File: src/rtl/lcdc_pkg.sv
package lcdc_pkg;

  localparam logic [3:0] A_CFG   = 4'd0;
  localparam logic [3:0] A_IBYTE = 4'd1;
  localparam logic [3:0] A_DBYTE = 4'd2;
  localparam logic [3:0] A_IWORD = 4'd3;
  localparam logic [3:0] A_DWORD = 4'd4;
  localparam logic [3:0] A_RDCMD = 4'd5;
  localparam logic [3:0] A_ISTAT = 4'd6;
  localparam logic [3:0] A_IMASK = 4'd7;
  localparam logic [3:0] A_ICLR  = 4'd8;

  typedef struct packed {
    logic       sense;
    logic [2:0] sel;
    logic       poll_rs;
    logic       chk_en;
  } cfg_t;

  typedef struct packed {
    logic       rs;
    logic [7:0] data;
  } entry_t;

  typedef enum logic [2:0] {
    ST_IDLE, ST_PSTB, ST_PREL, ST_WSTB, ST_WREL, ST_RSTB, ST_RREL
  } state_t;

  function automatic logic [2:0] need_bytes(logic [3:0] a);
    case (a)
      A_IBYTE, A_DBYTE: need_bytes = 3'd1;
      A_IWORD, A_DWORD: need_bytes = 3'd4;
      default:          need_bytes = 3'd0;
    endcase
  endfunction

  function automatic logic port_rs(logic [3:0] a);
    port_rs = (a == A_DBYTE) || (a == A_DWORD);
  endfunction

  function automatic logic status_ready(logic [7:0] s, logic [2:0] idx, logic sense);
    status_ready = (s[idx] == sense);
  endfunction

  function automatic logic read_needs_poll(cfg_t c, logic rs);
    read_needs_poll = c.chk_en && (rs != c.poll_rs);
  endfunction

endpackage

File: src/rtl/lcdc_tick.sv
module lcdc_tick #(
  parameter int DIV = 2
) (
  input  logic clk,
  input  logic rst_n,
  output logic tick
);
  localparam int CW = (DIV > 1) ? $clog2(DIV) : 1;
  localparam logic [CW-1:0] LAST = CW'(DIV - 1);

  logic [CW-1:0] cnt;

  always_ff @(posedge clk) begin
    if (!rst_n) cnt <= '0;
    else if (cnt == LAST) cnt <= '0;
    else cnt <= cnt + 1'b1;
  end

  assign tick = (cnt == LAST);

  a_r1_tick_spacing: assert property (@(posedge clk) disable iff (!rst_n)
    tick |=> !tick);
endmodule

File: src/rtl/lcdc_fifo.sv
module lcdc_fifo import lcdc_pkg::*; #(
  parameter int DEPTH = 16,
  parameter int LANES = 4
) (
  input  logic                      clk,
  input  logic                      rst_n,
  input  logic [2:0]                push_n,
  input  logic                      push_rs,
  input  logic [8*LANES-1:0]        push_data,
  input  logic                      pop,
  output entry_t                    head,
  output logic                      empty,
  output logic [$clog2(DEPTH):0]    free
);
  localparam int AW = $clog2(DEPTH);

  entry_t          mem [DEPTH];
  logic [AW-1:0]   wp, rp;
  logic [AW:0]     count;

  always_ff @(posedge clk) begin
    for (int i = 0; i < LANES; i++) begin
      if (3'(i) < push_n)
        mem[AW'(wp + AW'(i))] <= '{rs: push_rs, data: push_data[8*i +: 8]};
    end
  end

  always_ff @(posedge clk) begin
    if (!rst_n) begin
      wp    <= '0;
      rp    <= '0;
      count <= '0;
    end else begin
      wp    <= AW'(wp + AW'(push_n));
      if (pop) rp <= rp + 1'b1;
      count <= count + (AW+1)'(push_n) - (AW+1)'(pop);
    end
  end

  assign head  = mem[rp];
  assign empty = (count == '0);
  assign free  = (AW+1)'(DEPTH) - count;

  a_r4_no_overflow: assert property (@(posedge clk) disable iff (!rst_n)
    (push_n != 3'd0) |-> ((AW+1)'(push_n) <= free));
  a_r3_no_underflow: assert property (@(posedge clk) disable iff (!rst_n)
    pop |-> !empty);
endmodule

File: src/rtl/lcdc_regs.sv
module lcdc_regs import lcdc_pkg::*; #(
  parameter int DEPTH = 16
) (
  input  logic                   clk,
  input  logic                   rst_n,
  input  logic                   bus_wr,
  input  logic [3:0]             bus_addr,
  input  logic [31:0]            bus_wdata,
  output logic [31:0]            bus_rdata,
  input  logic [$clog2(DEPTH):0] free,
  output logic [2:0]             push_n,
  output logic                   push_rs,
  output logic [31:0]            push_data,
  output logic                   wport_hit,
  output logic                   rd_cmd,
  output logic                   rd_cmd_rs,
  input  logic                   rd_done,
  input  logic [7:0]             rd_byte,
  output cfg_t                   cfg,
  output logic                   irq
);
  localparam int FW = $clog2(DEPTH) + 1;

  logic [2:0] need;
  logic       fits;
  logic       ovf_ev;
  logic       flag_ovf, flag_rd;
  logic [3:2] imask;

  assign need      = need_bytes(bus_addr);
  assign wport_hit = bus_wr && (need != 3'd0);
  assign fits      = (FW'(need) <= free);
  assign ovf_ev    = wport_hit && !fits;
  assign push_n    = (wport_hit && fits) ? need : 3'd0;
  assign push_rs   = port_rs(bus_addr);
  assign push_data = (need == 3'd4) ? bus_wdata : {24'd0, bus_wdata[7:0]};
  assign rd_cmd    = bus_wr && (bus_addr == A_RDCMD);
  assign rd_cmd_rs = bus_wdata[0];

  always_ff @(posedge clk) begin
    if (!rst_n) begin
      cfg      <= '0;
      imask    <= 2'b11;
      flag_ovf <= 1'b0;
      flag_rd  <= 1'b0;
    end else begin
      if (bus_wr && bus_addr == A_CFG)   cfg   <= cfg_t'(bus_wdata[5:0]);
      if (bus_wr && bus_addr == A_IMASK) imask <= bus_wdata[3:2];
      if (bus_wr && bus_addr == A_ICLR) begin
        if (bus_wdata[2]) flag_ovf <= 1'b0;
        if (bus_wdata[3]) flag_rd  <= 1'b0;
      end
      if (ovf_ev)  flag_ovf <= 1'b1;
      if (rd_done) flag_rd  <= 1'b1;
    end
  end

  assign irq = (flag_ovf && !imask[2]) || (flag_rd && !imask[3]);

  always_comb begin
    case (bus_addr)
      A_CFG:            bus_rdata = {26'd0, cfg};
      A_IBYTE, A_DBYTE: bus_rdata = {24'd0, rd_byte};
      A_ISTAT:          bus_rdata = {28'd0, flag_rd, flag_ovf, 2'b00};
      A_IMASK:          bus_rdata = {28'd0, imask, 2'b00};
      default:          bus_rdata = 32'd0;
    endcase
  end

  a_r4_ovf_flag: assert property (@(posedge clk) disable iff (!rst_n)
    ovf_ev |=> flag_ovf);
  a_r4_all_or_none: assert property (@(posedge clk) disable iff (!rst_n)
    (wport_hit && !fits) |-> (push_n == 3'd0));
  a_r6_done_flag: assert property (@(posedge clk) disable iff (!rst_n)
    rd_done |=> flag_rd);
endmodule

File: src/rtl/lcdc_engine.sv
module lcdc_engine import lcdc_pkg::*; (
  input  logic       clk,
  input  logic       rst_n,
  input  logic       tick,
  input  cfg_t       cfg,
  input  logic       fifo_empty,
  input  entry_t     head,
  output logic       fifo_pop,
  input  logic       rd_cmd,
  input  logic       rd_cmd_rs,
  input  logic       abort,
  input  logic [7:0] lcd_din,
  output logic       lcd_rs,
  output logic       lcd_we,
  output logic       lcd_re,
  output logic [7:0] lcd_dout,
  output logic       rd_done,
  output logic [7:0] rd_byte,
  output logic       busy
);
  state_t st;
  logic   tgt_rd;
  logic   rd_pend;
  logic   rd_rs;
  logic   poll_ok;
  logic   cut_read;
  logic   wr_phase, poll_phase;

  assign cut_read   = abort && tgt_rd && (st != ST_IDLE);
  assign wr_phase   = (st == ST_WSTB) || (st == ST_WREL);
  assign poll_phase = (st == ST_PSTB) || (st == ST_PREL);

  always_ff @(posedge clk) begin
    if (!rst_n) begin
      st      <= ST_IDLE;
      tgt_rd  <= 1'b0;
      rd_pend <= 1'b0;
      rd_rs   <= 1'b0;
      poll_ok <= 1'b0;
      rd_byte <= '0;
      rd_done <= 1'b0;
    end else begin
      rd_done <= 1'b0;
      if (cut_read) begin
        st <= ST_IDLE;
      end else if (tick) begin
        case (st)
          ST_IDLE: begin
            if (!fifo_empty) begin
              tgt_rd <= 1'b0;
              st     <= cfg.chk_en ? ST_PSTB : ST_WSTB;
            end else if (rd_pend && !abort) begin
              tgt_rd <= 1'b1;
              st     <= read_needs_poll(cfg, rd_rs) ? ST_PSTB : ST_RSTB;
            end
          end
          ST_PSTB: begin
            poll_ok <= status_ready(lcd_din, cfg.sel, cfg.sense);
            st      <= ST_PREL;
          end
          ST_PREL: begin
            if (poll_ok) st <= tgt_rd ? ST_RSTB : ST_WSTB;
            else         st <= ST_PSTB;
          end
          ST_WSTB: st <= ST_WREL;
          ST_WREL: st <= ST_IDLE;
          ST_RSTB: begin
            rd_byte <= lcd_din;
            st      <= ST_RREL;
          end
          ST_RREL: begin
            rd_pend <= 1'b0;
            rd_done <= 1'b1;
            st      <= ST_IDLE;
          end
          default: st <= ST_IDLE;
        endcase
      end
      if (abort) rd_pend <= 1'b0;
      if (rd_cmd && !rd_pend) begin
        rd_pend <= 1'b1;
        rd_rs   <= rd_cmd_rs;
      end
    end
  end

  assign fifo_pop = tick && (st == ST_WREL);
  assign lcd_we   = (st == ST_WSTB);
  assign lcd_re   = (st == ST_PSTB) || (st == ST_RSTB);
  assign lcd_dout = wr_phase ? head.data : 8'd0;
  assign lcd_rs   = wr_phase ? head.rs : (poll_phase ? cfg.poll_rs : rd_rs);
  assign busy     = !fifo_empty || rd_pend || (st != ST_IDLE);

  a_r5_one_strobe: assert property (@(posedge clk) disable iff (!rst_n)
    !(lcd_we && lcd_re));
  a_r1_we_hold: assert property (@(posedge clk) disable iff (!rst_n)
    (lcd_we && !tick) |=> (lcd_we && $stable(lcd_dout) && $stable(lcd_rs)));
  a_r9_poll_before_write: assert property (@(posedge clk) disable iff (!rst_n)
    ((st == ST_WSTB) && ($past(st) != ST_WSTB) && cfg.chk_en && $stable(cfg))
      |-> ($past(st) == ST_PREL));
  a_r10_no_wait_status: assert property (@(posedge clk) disable iff (!rst_n)
    ((st == ST_PSTB) && tgt_rd) |-> (rd_rs != cfg.poll_rs));
  a_r11_idle_quiet: assert property (@(posedge clk) disable iff (!rst_n)
    !busy |-> (!lcd_we && !lcd_re));
  a_r6_done_after_read: assert property (@(posedge clk) disable iff (!rst_n)
    rd_done |-> ($past(st) == ST_RREL));
endmodule

File: src/rtl/lcdc_top.sv
module lcdc_top import lcdc_pkg::*; #(
  parameter int CLK_DIV    = 2,
  parameter int FIFO_DEPTH = 16
) (
  input  logic        clk,
  input  logic        rst_n,
  input  logic        bus_wr,
  input  logic [3:0]  bus_addr,
  input  logic [31:0] bus_wdata,
  output logic [31:0] bus_rdata,
  output logic        irq,
  output logic        eng_busy,
  output logic        lcd_rs,
  output logic        lcd_we,
  output logic        lcd_re,
  output logic [7:0]  lcd_dout,
  input  logic [7:0]  lcd_din
);
  localparam int FW = $clog2(FIFO_DEPTH) + 1;

  logic          tick;
  logic [2:0]    push_n;
  logic          push_rs;
  logic [31:0]   push_data;
  logic          pop, empty;
  entry_t        head;
  logic [FW-1:0] free;
  logic          wport_hit, rd_cmd, rd_cmd_rs, rd_done;
  logic [7:0]    rd_byte;
  cfg_t          cfg;

  lcdc_tick #(.DIV(CLK_DIV)) u_tick (
    .clk(clk), .rst_n(rst_n), .tick(tick));

  lcdc_regs #(.DEPTH(FIFO_DEPTH)) u_regs (
    .clk(clk), .rst_n(rst_n), .bus_wr(bus_wr), .bus_addr(bus_addr),
    .bus_wdata(bus_wdata), .bus_rdata(bus_rdata), .free(free),
    .push_n(push_n), .push_rs(push_rs), .push_data(push_data),
    .wport_hit(wport_hit), .rd_cmd(rd_cmd), .rd_cmd_rs(rd_cmd_rs),
    .rd_done(rd_done), .rd_byte(rd_byte), .cfg(cfg), .irq(irq));

  lcdc_fifo #(.DEPTH(FIFO_DEPTH), .LANES(4)) u_fifo (
    .clk(clk), .rst_n(rst_n), .push_n(push_n), .push_rs(push_rs),
    .push_data(push_data), .pop(pop), .head(head), .empty(empty),
    .free(free));

  lcdc_engine u_eng (
    .clk(clk), .rst_n(rst_n), .tick(tick), .cfg(cfg),
    .fifo_empty(empty), .head(head), .fifo_pop(pop),
    .rd_cmd(rd_cmd), .rd_cmd_rs(rd_cmd_rs), .abort(wport_hit),
    .lcd_din(lcd_din), .lcd_rs(lcd_rs), .lcd_we(lcd_we), .lcd_re(lcd_re),
    .lcd_dout(lcd_dout), .rd_done(rd_done), .rd_byte(rd_byte),
    .busy(eng_busy));

  a_r8_write_cancels_read: assert property (@(posedge clk) disable iff (!rst_n)
    wport_hit |=> !rd_done);
endmodule

File: config.mk
export PLATFORM = sky130hd
export DESIGN_NAME = lcdc_top
export DESIGN_NICKNAME = d
export VERILOG_FILES = /design/src/rtl/lcdc_pkg.sv /design/src/rtl/lcdc_tick.sv /design/src/rtl/lcdc_fifo.sv /design/src/rtl/lcdc_regs.sv /design/src/rtl/lcdc_engine.sv /design/src/rtl/lcdc_top.sv
export SDC_FILE = /design/constraint.sdc
export NUM_CORES = 1
export LEC_CHECK = 0
export ABC_CLOCK_PERIOD_IN_PS = 4950
export CAP_MARGIN = 25
export CORE_MARGIN = 2
export CORE_UTILIZATION = 54
export DETAILED_ROUTE_END_ITERATION = 10
export PLACE_DENSITY = 0.74
export SYNTH_ARGS = -nofsm -noshare
export SYNTH_HDL_FRONTEND = slang
export SYNTH_SLANG_ARGS = --single-unit
File: constraint.sdc
create_clock -name clk -period 4.95 [get_ports clk]
set_input_delay 0.99 -clock clk [delete_from_list [all_inputs] [get_ports clk]]
set_output_delay 0.99 -clock clk [all_outputs]
set_load 0.02 [all_outputs]
Word level (Yosys, flattened, before mapping) --
Memories as Yosys holds them, arrays and structs flattened. A register that Yosys moved wholly into a read port is not among the register bits. Cells that the tools add are included.
Storage, ports and cells: register bits after elaboration 40, RAM bits 144, bits of input ports 47, output and inout bits 45, word-level logic and storage cells 148, memories kept 1
Operators by class: add/sub/neg operators 9, $lt $le $gt $ge 6, equality and inequality tests 20, mux-type cells 40, bitwise operators 3, reduce and logical (&&, ||, !) cells 51
Memories:
- u_fifo.mem | words 16, width 9, rd ports 1, clocked after memory_dff 1, write ports 4, RTL line lcdc_fifo.sv:17 | entry_t mem [DEPTH];
Operator list (count):
- two-way mux 32 bit | 1
- one-hot mux 8 bit (4 select lines) | 1
- two-way mux 1 bit | 25
- two-way mux 3 bit | 6
- equality test 4 x 3 -> 1 bit, second input constant | 4
- logical AND 1 bit | 15
- one-hot mux 3 bit (5 select lines) | 1
- equality test 3 bit, second input constant | 4
- nonzero test 3 bit | 4
- AND reduction 3 bit | 3
- adder 4 x 1 -> 4 bit, second input constant | 2
- adder 4 x 2 -> 4 bit, second input constant | 2
- equality test 4 x 2 -> 1 bit, second input constant | 2
- two-way mux 4 bit | 2
- two-way mux 8 bit | 1
- nonzero test 2 bit | 4
- OR reduction 2 bit | 4
- logical OR 1 bit | 7
- equality test 3 x 2 -> 1 bit, second input constant | 2
- zero test 1 bit | 6
- < comparator 1 x 3 -> 1 bit, first input constant | 2
- < comparator 2 x 3 -> 1 bit, first input constant | 2
- one-hot mux 3 bit (2 select lines) | 1
- AND reduction 2 bit | 3
- 23 further kinds | 25

Longest topological paths before layout --
depth after elaboration 10, gate-level depth with buffers 21, depth with buffers taken out 17

Hierarchy --
From an unflattened synthesis, not the netlist that was laid out.
Second synthesis, totals: cells, all modules 1401, area total of the unflattened synthesis 13538.0 um^2
Modules (own cells, without submodules):
- lcdc_fifo | instances 1, cells each 1134, area each 11290.8 um^2, sequential area each 4664.5 um^2
- lcdc_regs | instances 1, cells each 165, area each 1296.2 um^2, sequential area each 200.2 um^2
- lcdc_engine | instances 1, cells each 100, area each 917.1 um^2, sequential area each 320.3 um^2
- lcdc_tick | instances 1, cells each 2, area each 33.8 um^2, sequential area each 20.0 um^2

Least setup slack after synthesis --
No wires, ideal clock.
kind input port to flip-flop, start point in bus_addr[1], end point reg u_fifo.count[4], library setup time 115 ps, arrival 5014 ps, data required time 4835 ps, path slack -179 ps, cell stages on the path 21, path buffers 5, path through buf_6 -> or3b_4 -> a21oi_1 -> buf_2 -> buf_2 -> buf_2 -> buf_4 -> ha_1 -> nor3b_1 -> o211ai_1 -> nor2_1 -> nor2b_1 -> nand2_1 -> ha_1 -> inv_1 -> ha_1 -> fa_1 -> a21o_1 -> a21oi_1 -> xnor2_1 -> and2_1
On the way: word-level cells in the longest chain between the ends 9, elaborated cells on any way between the ends 14, classes of those cells add/sub: 2; order compare: 1; eq/ne: 4; mux: 2; reduce/logical: 5
Ends and longest elaborated chain:
- start, declared | RTL line lcdc_top.sv:8 | input logic [3:0] bus_addr,
- equality test 4 x 2 -> 1 bit, or another cell as far along | RTL line lcdc_pkg.sv:30 | case (a)
- OR reduction 2 bit | RTL line lcdc_pkg.sv:30
- one-hot mux 3 bit (2 select lines) (*) | RTL line lcdc_pkg.sv:30
- branches (longest 3 deep; another with less-or-equal comparator 3 x 5 -> 1 bit)
- two-way mux 3 bit (*) | RTL line lcdc_regs.sv:34 | assign push_n = (wport_hit && fits) ? need : 3'd0;
- adder 5 x 3 -> 5 bit (*) | RTL line lcdc_fifo.sv:36 | count <= count + (AW+1)'(push_n) - (AW+1)'(pop);
- subtractor 5 x 1 -> 5 bit (*) | RTL line lcdc_fifo.sv:36
- end signal, assigned | RTL line lcdc_fifo.sv:36
- end, declared | RTL line lcdc_fifo.sv:19 | logic [AW:0] count;
Every way passes the cells marked *. A chain may end at the register's enable or synchronous reset.

==> qor_table.md <==
| Metric | This run | Unit |
|---|---|---|
| Grt ovf | 0 | - |
| Vias/cell | 6.86 | - |
| Number of nets at the end of the flow | 1330 | - |
| Fraction of the mapped netlist area in adder cells | 1.74 | % |
| Number of H-tree branching levels | 4 | - |
| Worst hold stages | 2 | - |
| Final hold vios | 0 | - |
| Hold-fix buffers, CTS | 0 | - |
| Origin of the critical flop-to-flop path | u_fifo.count[0]$_SDFF_PN0_ | - |
| Remaining design rule violation count | 0 | - |
| Simple-gate share of the synthesized area | 15.5 | % |
| Critical path class | reg2out | - |
| Placed insts | 1565 | - |
| Clock tree from TritonCTS | done | - |
| Ratio of final minimum period to clock period | 89.5 | % |
| Worst vdd rail ir drop | 212 | uV |
| Boundary Pins | 92 | - |
| Input/output buffers | 67 | - |
| Dominant delay contributor by cell family on the critical path | multiplexers | - |
| Total number of vias | 10969 | - |
| Antenna diode count | 0 | - |
| R2R Setup Slk | 1.34 | ns |
| Maximum clock skew at final layout | 0.0144 | ns |
| Number of enable-type register cells in the synthesized netlist | 144 | - |
| Clock latency of the later-clocked register in the worst-skew pair | 0.45 | ns |
| Final setup violation count | 0 | - |
| Distinct cells, synth | 74 | - |
| Arrival time of data at the critical path endpoint | 3.44 | ns |
| # clock sinks | 188 | - |
| Reg-to-Reg End | u_fifo.count[4]$_SDFF_PN0_ | - |
| Commonest cells after routing, fill and taps aside | sky130_fd_sc_hd__edfxtp_1, sky130_fd_sc_hd__nor2_1, sky130_fd_sc_hd__mux2i_1 | - |
| 1st-iter DRT viols | 1844 | - |
| End point of the most critical hold path | u_regs.flag_rd$_SDFFE_PN0P_ | - |
| Most prevalent standard cell on the critical path | sky130_fd_sc_hd__mux4_2 | - |
| # Post-CTS Setup Buffers | 0 | - |
| Area of all placed cells without fillers | 0.0144 | sq mm |
| Clock slew at the register clock pins of the worst setup and hold paths | 0.08 | ns |
| Critical hold path startpoint | u_eng.rd_done$_SDFF_PP0_ | - |
| Overall global routing resource usage | 36.6 | % |
| Critical Path Slowest Stage Cell | sky130_fd_sc_hd__dfxtp_2 | - |
| Buf+Inv Stages, Crit Path | 2 | - |
| Max Cap Viol | 0 | - |
| Delay of the slowest cell on the worst path | 0.74 | ns |
| Final critical path time including I/O delays and setup | 4.43 | ns |
| Maximum number of pins on one net before global-route repair | 49 | - |
| Post-route antenna net violation count | 0 | - |
| Worst slew margin relative to its limit | 25.2 | % |
| Worst Reg-to-Reg Cells | 17 | - |
| Worst Tran Pin Value | 1.12 | ns |
| Most common library cell in the layout ignoring fill and taps | sky130_fd_sc_hd__edfxtp_1 | - |
| Height of the die | 157 | um |
| Max Clk Rate | 226 | MHz |
| Most frequently used flop master after synthesis | sky130_fd_sc_hd__edfxtp_1 | - |
| Initial antenna violation count | 0 | - |
| Util after Layout | 61.9 | % |
| WP data required | 3.96 | ns |
| Pre-antenna DRT Iters | 7 | - |
| Full die area | 0.0247 | sq mm |
| Placed standard-cell area | 0.0138 | sq mm |
| Share of layout cells above drive strength 1 | 16.2 | % |
| Worst slack after detailed placement | 0.151 | ns |
| Routability-driven placement congestion ratio | 1.03 | - |
| Power density cells | 286 | mW/mm^2 |
| Total Negative Setup Slacks | 0 | ns |
| Number of global-route vias before repair | 10773 | - |
| Class of the tightest hold or removal check | reg2reg | - |
| Max FO, Critical Path | 15 | - |
| Final routed wirelength across all metal layers | 44.0 | mm |
| Clock Root Buffer | sky130_fd_sc_hd__clkbuf_16 | - |
| Mux cell area share after synthesis | 18.5 | % |
| Maximum buffer depth of the clock tree | 2 | - |
| Setup repair after global routing missed its margin | false | - |
| Sequential area share after synthesis | 41.1 | % |
| Dominant combinational cell family by area after synthesis | multiplexers | - |
| Category of the worst setup path capture point | primary output | - |
| Pins Over Slew Limit | 0 | - |
| Nature of the critical path startpoint | register | - |
| Floorplan die width | 157 | um |
| Cell-by-cell listing of the critical path | buf_4, mux4_2, mux4_2, nor2b_1, clkdlybuf4s50_1 | - |
| Post-Synthesis Cell Area | 0.0127 | sq mm |
| Wire length of the first global-routing pass | 66.4 | mm |
| Cell row count | 56 | - |
| Number of warnings issued by yosys | 0 | - |
| Drt wl/cell | 27.5 | um |
| Async set or reset register ratio after synthesis | 0 | % |
| Starting density of the core | 54.5 | % |
| Area fraction in compound gates after synthesis | 15.3 | % |
| Gates resized, CTS repair | 0 | - |
| XOR/XNOR share of the synthesized area | 1.51 | % |
| Outcome | complete, no violations | - |
| CTS Buf Count | 17 | - |
| Per-instance average area after synthesis | 10.4 | sq um |
| Min Hold Slack | 0.485 | ns |
| Area Growth Syn to Fin | 13.6 | % |
| Flops & latches, synth | 188 | - |
| Total power draw | 4.13 | mW |
| Synthesized netlist cell count | 1218 | - |
| DP Wirelength | 30.8 | mm |
| Core outline area | 0.0233 | sq mm |
| Fin cells | 1598 | - |
| P_leak | 5.21 | nW |
| Fin worst setup slack | 0.519 | ns |
==> cell type report <==
type                       instances  area, sq um
clock inverter                    15          150
multi-input combinational        883         6780
fill                            1885         8860
tap                              319          399
timing repair buffer             153         1360
inverter                          23         86.3
clock buffer                      17          425
sequential                       188         5210
==> logic make-up (layout without fill, tap and decap cells) <==
logic type,count (synthesis),in the layout
mux,175,175
fa+ha+maj,17,17
other cells,1,24
xor+xnor,21,21
flops,188,188
buf+inv,170,208
simple gates,376,376
compound gates,270,270
==> power breakdown <==
part / switching (mW) / leakage [nW] / internal (mW)
combinational: 0.540 / 3.27 / 0.411
clock: 0.697 / 0.283 / 0.674
sequential: 0.0573 / 1.66 / 1.75
==> Yosys cell counts (all sizes together) (41+ instances only) <==
cell type	number	area (sq um)
a21oi	41	216
a221oi	82	718
and2	42	263
buf	66	414
clkbuf	81	308
dfxtp	44	881
edfxtp	144	4320
mux2i	120	1200
mux4	47	1060
nand2	72	270
nor2	128	493
o22ai	51	319
==> layer usage <==
metal	vias up	global-route usage, %	wire, um
li1	4697	-	-
met1	5181	47.1	16000
met2	889	54.8	19100
met3	200	10.5	5770
met4	2	21.5	3020
met5	-	2.28	74
==> registers in the layout, summed over array words and instances, names as in the netlist, 2 cells and up, named ones only <==
name           flops
u_eng.rd_byte      8
u_fifo.wp          4
u_fifo.count       5
u_regs.imask       2
u_fifo.mem       144
u_regs.cfg         6
u_fifo.rp          4
u_eng.st           3
==> worst reg2reg max path: cells and delay by family, from the launching register on <==
kind	cells	cell delay, ns
flip-flops	1	0.40
XOR/XNOR	2	0.24
AO/OA/AOI/OAI	3	0.70
AND/OR/NAND/NOR	5	0.70
buffers and inverters	2	0.10
adder cells (fa/ha/maj)	5	1.38
==> how the worst max path moves through the flow <==
stage | from | endpoint | slack [ns] | depth (start not counted)
6_report | register | lcd_dout[1] | 0.52 | 5
5_1_grt | bus_addr[0] | u_fifo.count[4]$_SDFF_PN0_ | 0.35 | 18
4_1_cts | register | lcd_dout[1] | 0.57 | 5
3_5_place_dp | bus_addr[2] | u_fifo.count[4]$_SDFF_PN0_ | 0.15 | 17
3_3_place_gp | bus_addr[2] | u_fifo.count[4]$_SDFF_PN0_ | 0.24 | 17
2_1_floorplan | bus_addr[1] | u_fifo.mem[4][0]$_DFFE_PP_ | -0.04 | 17
Power figures use the tool's default switching activity.
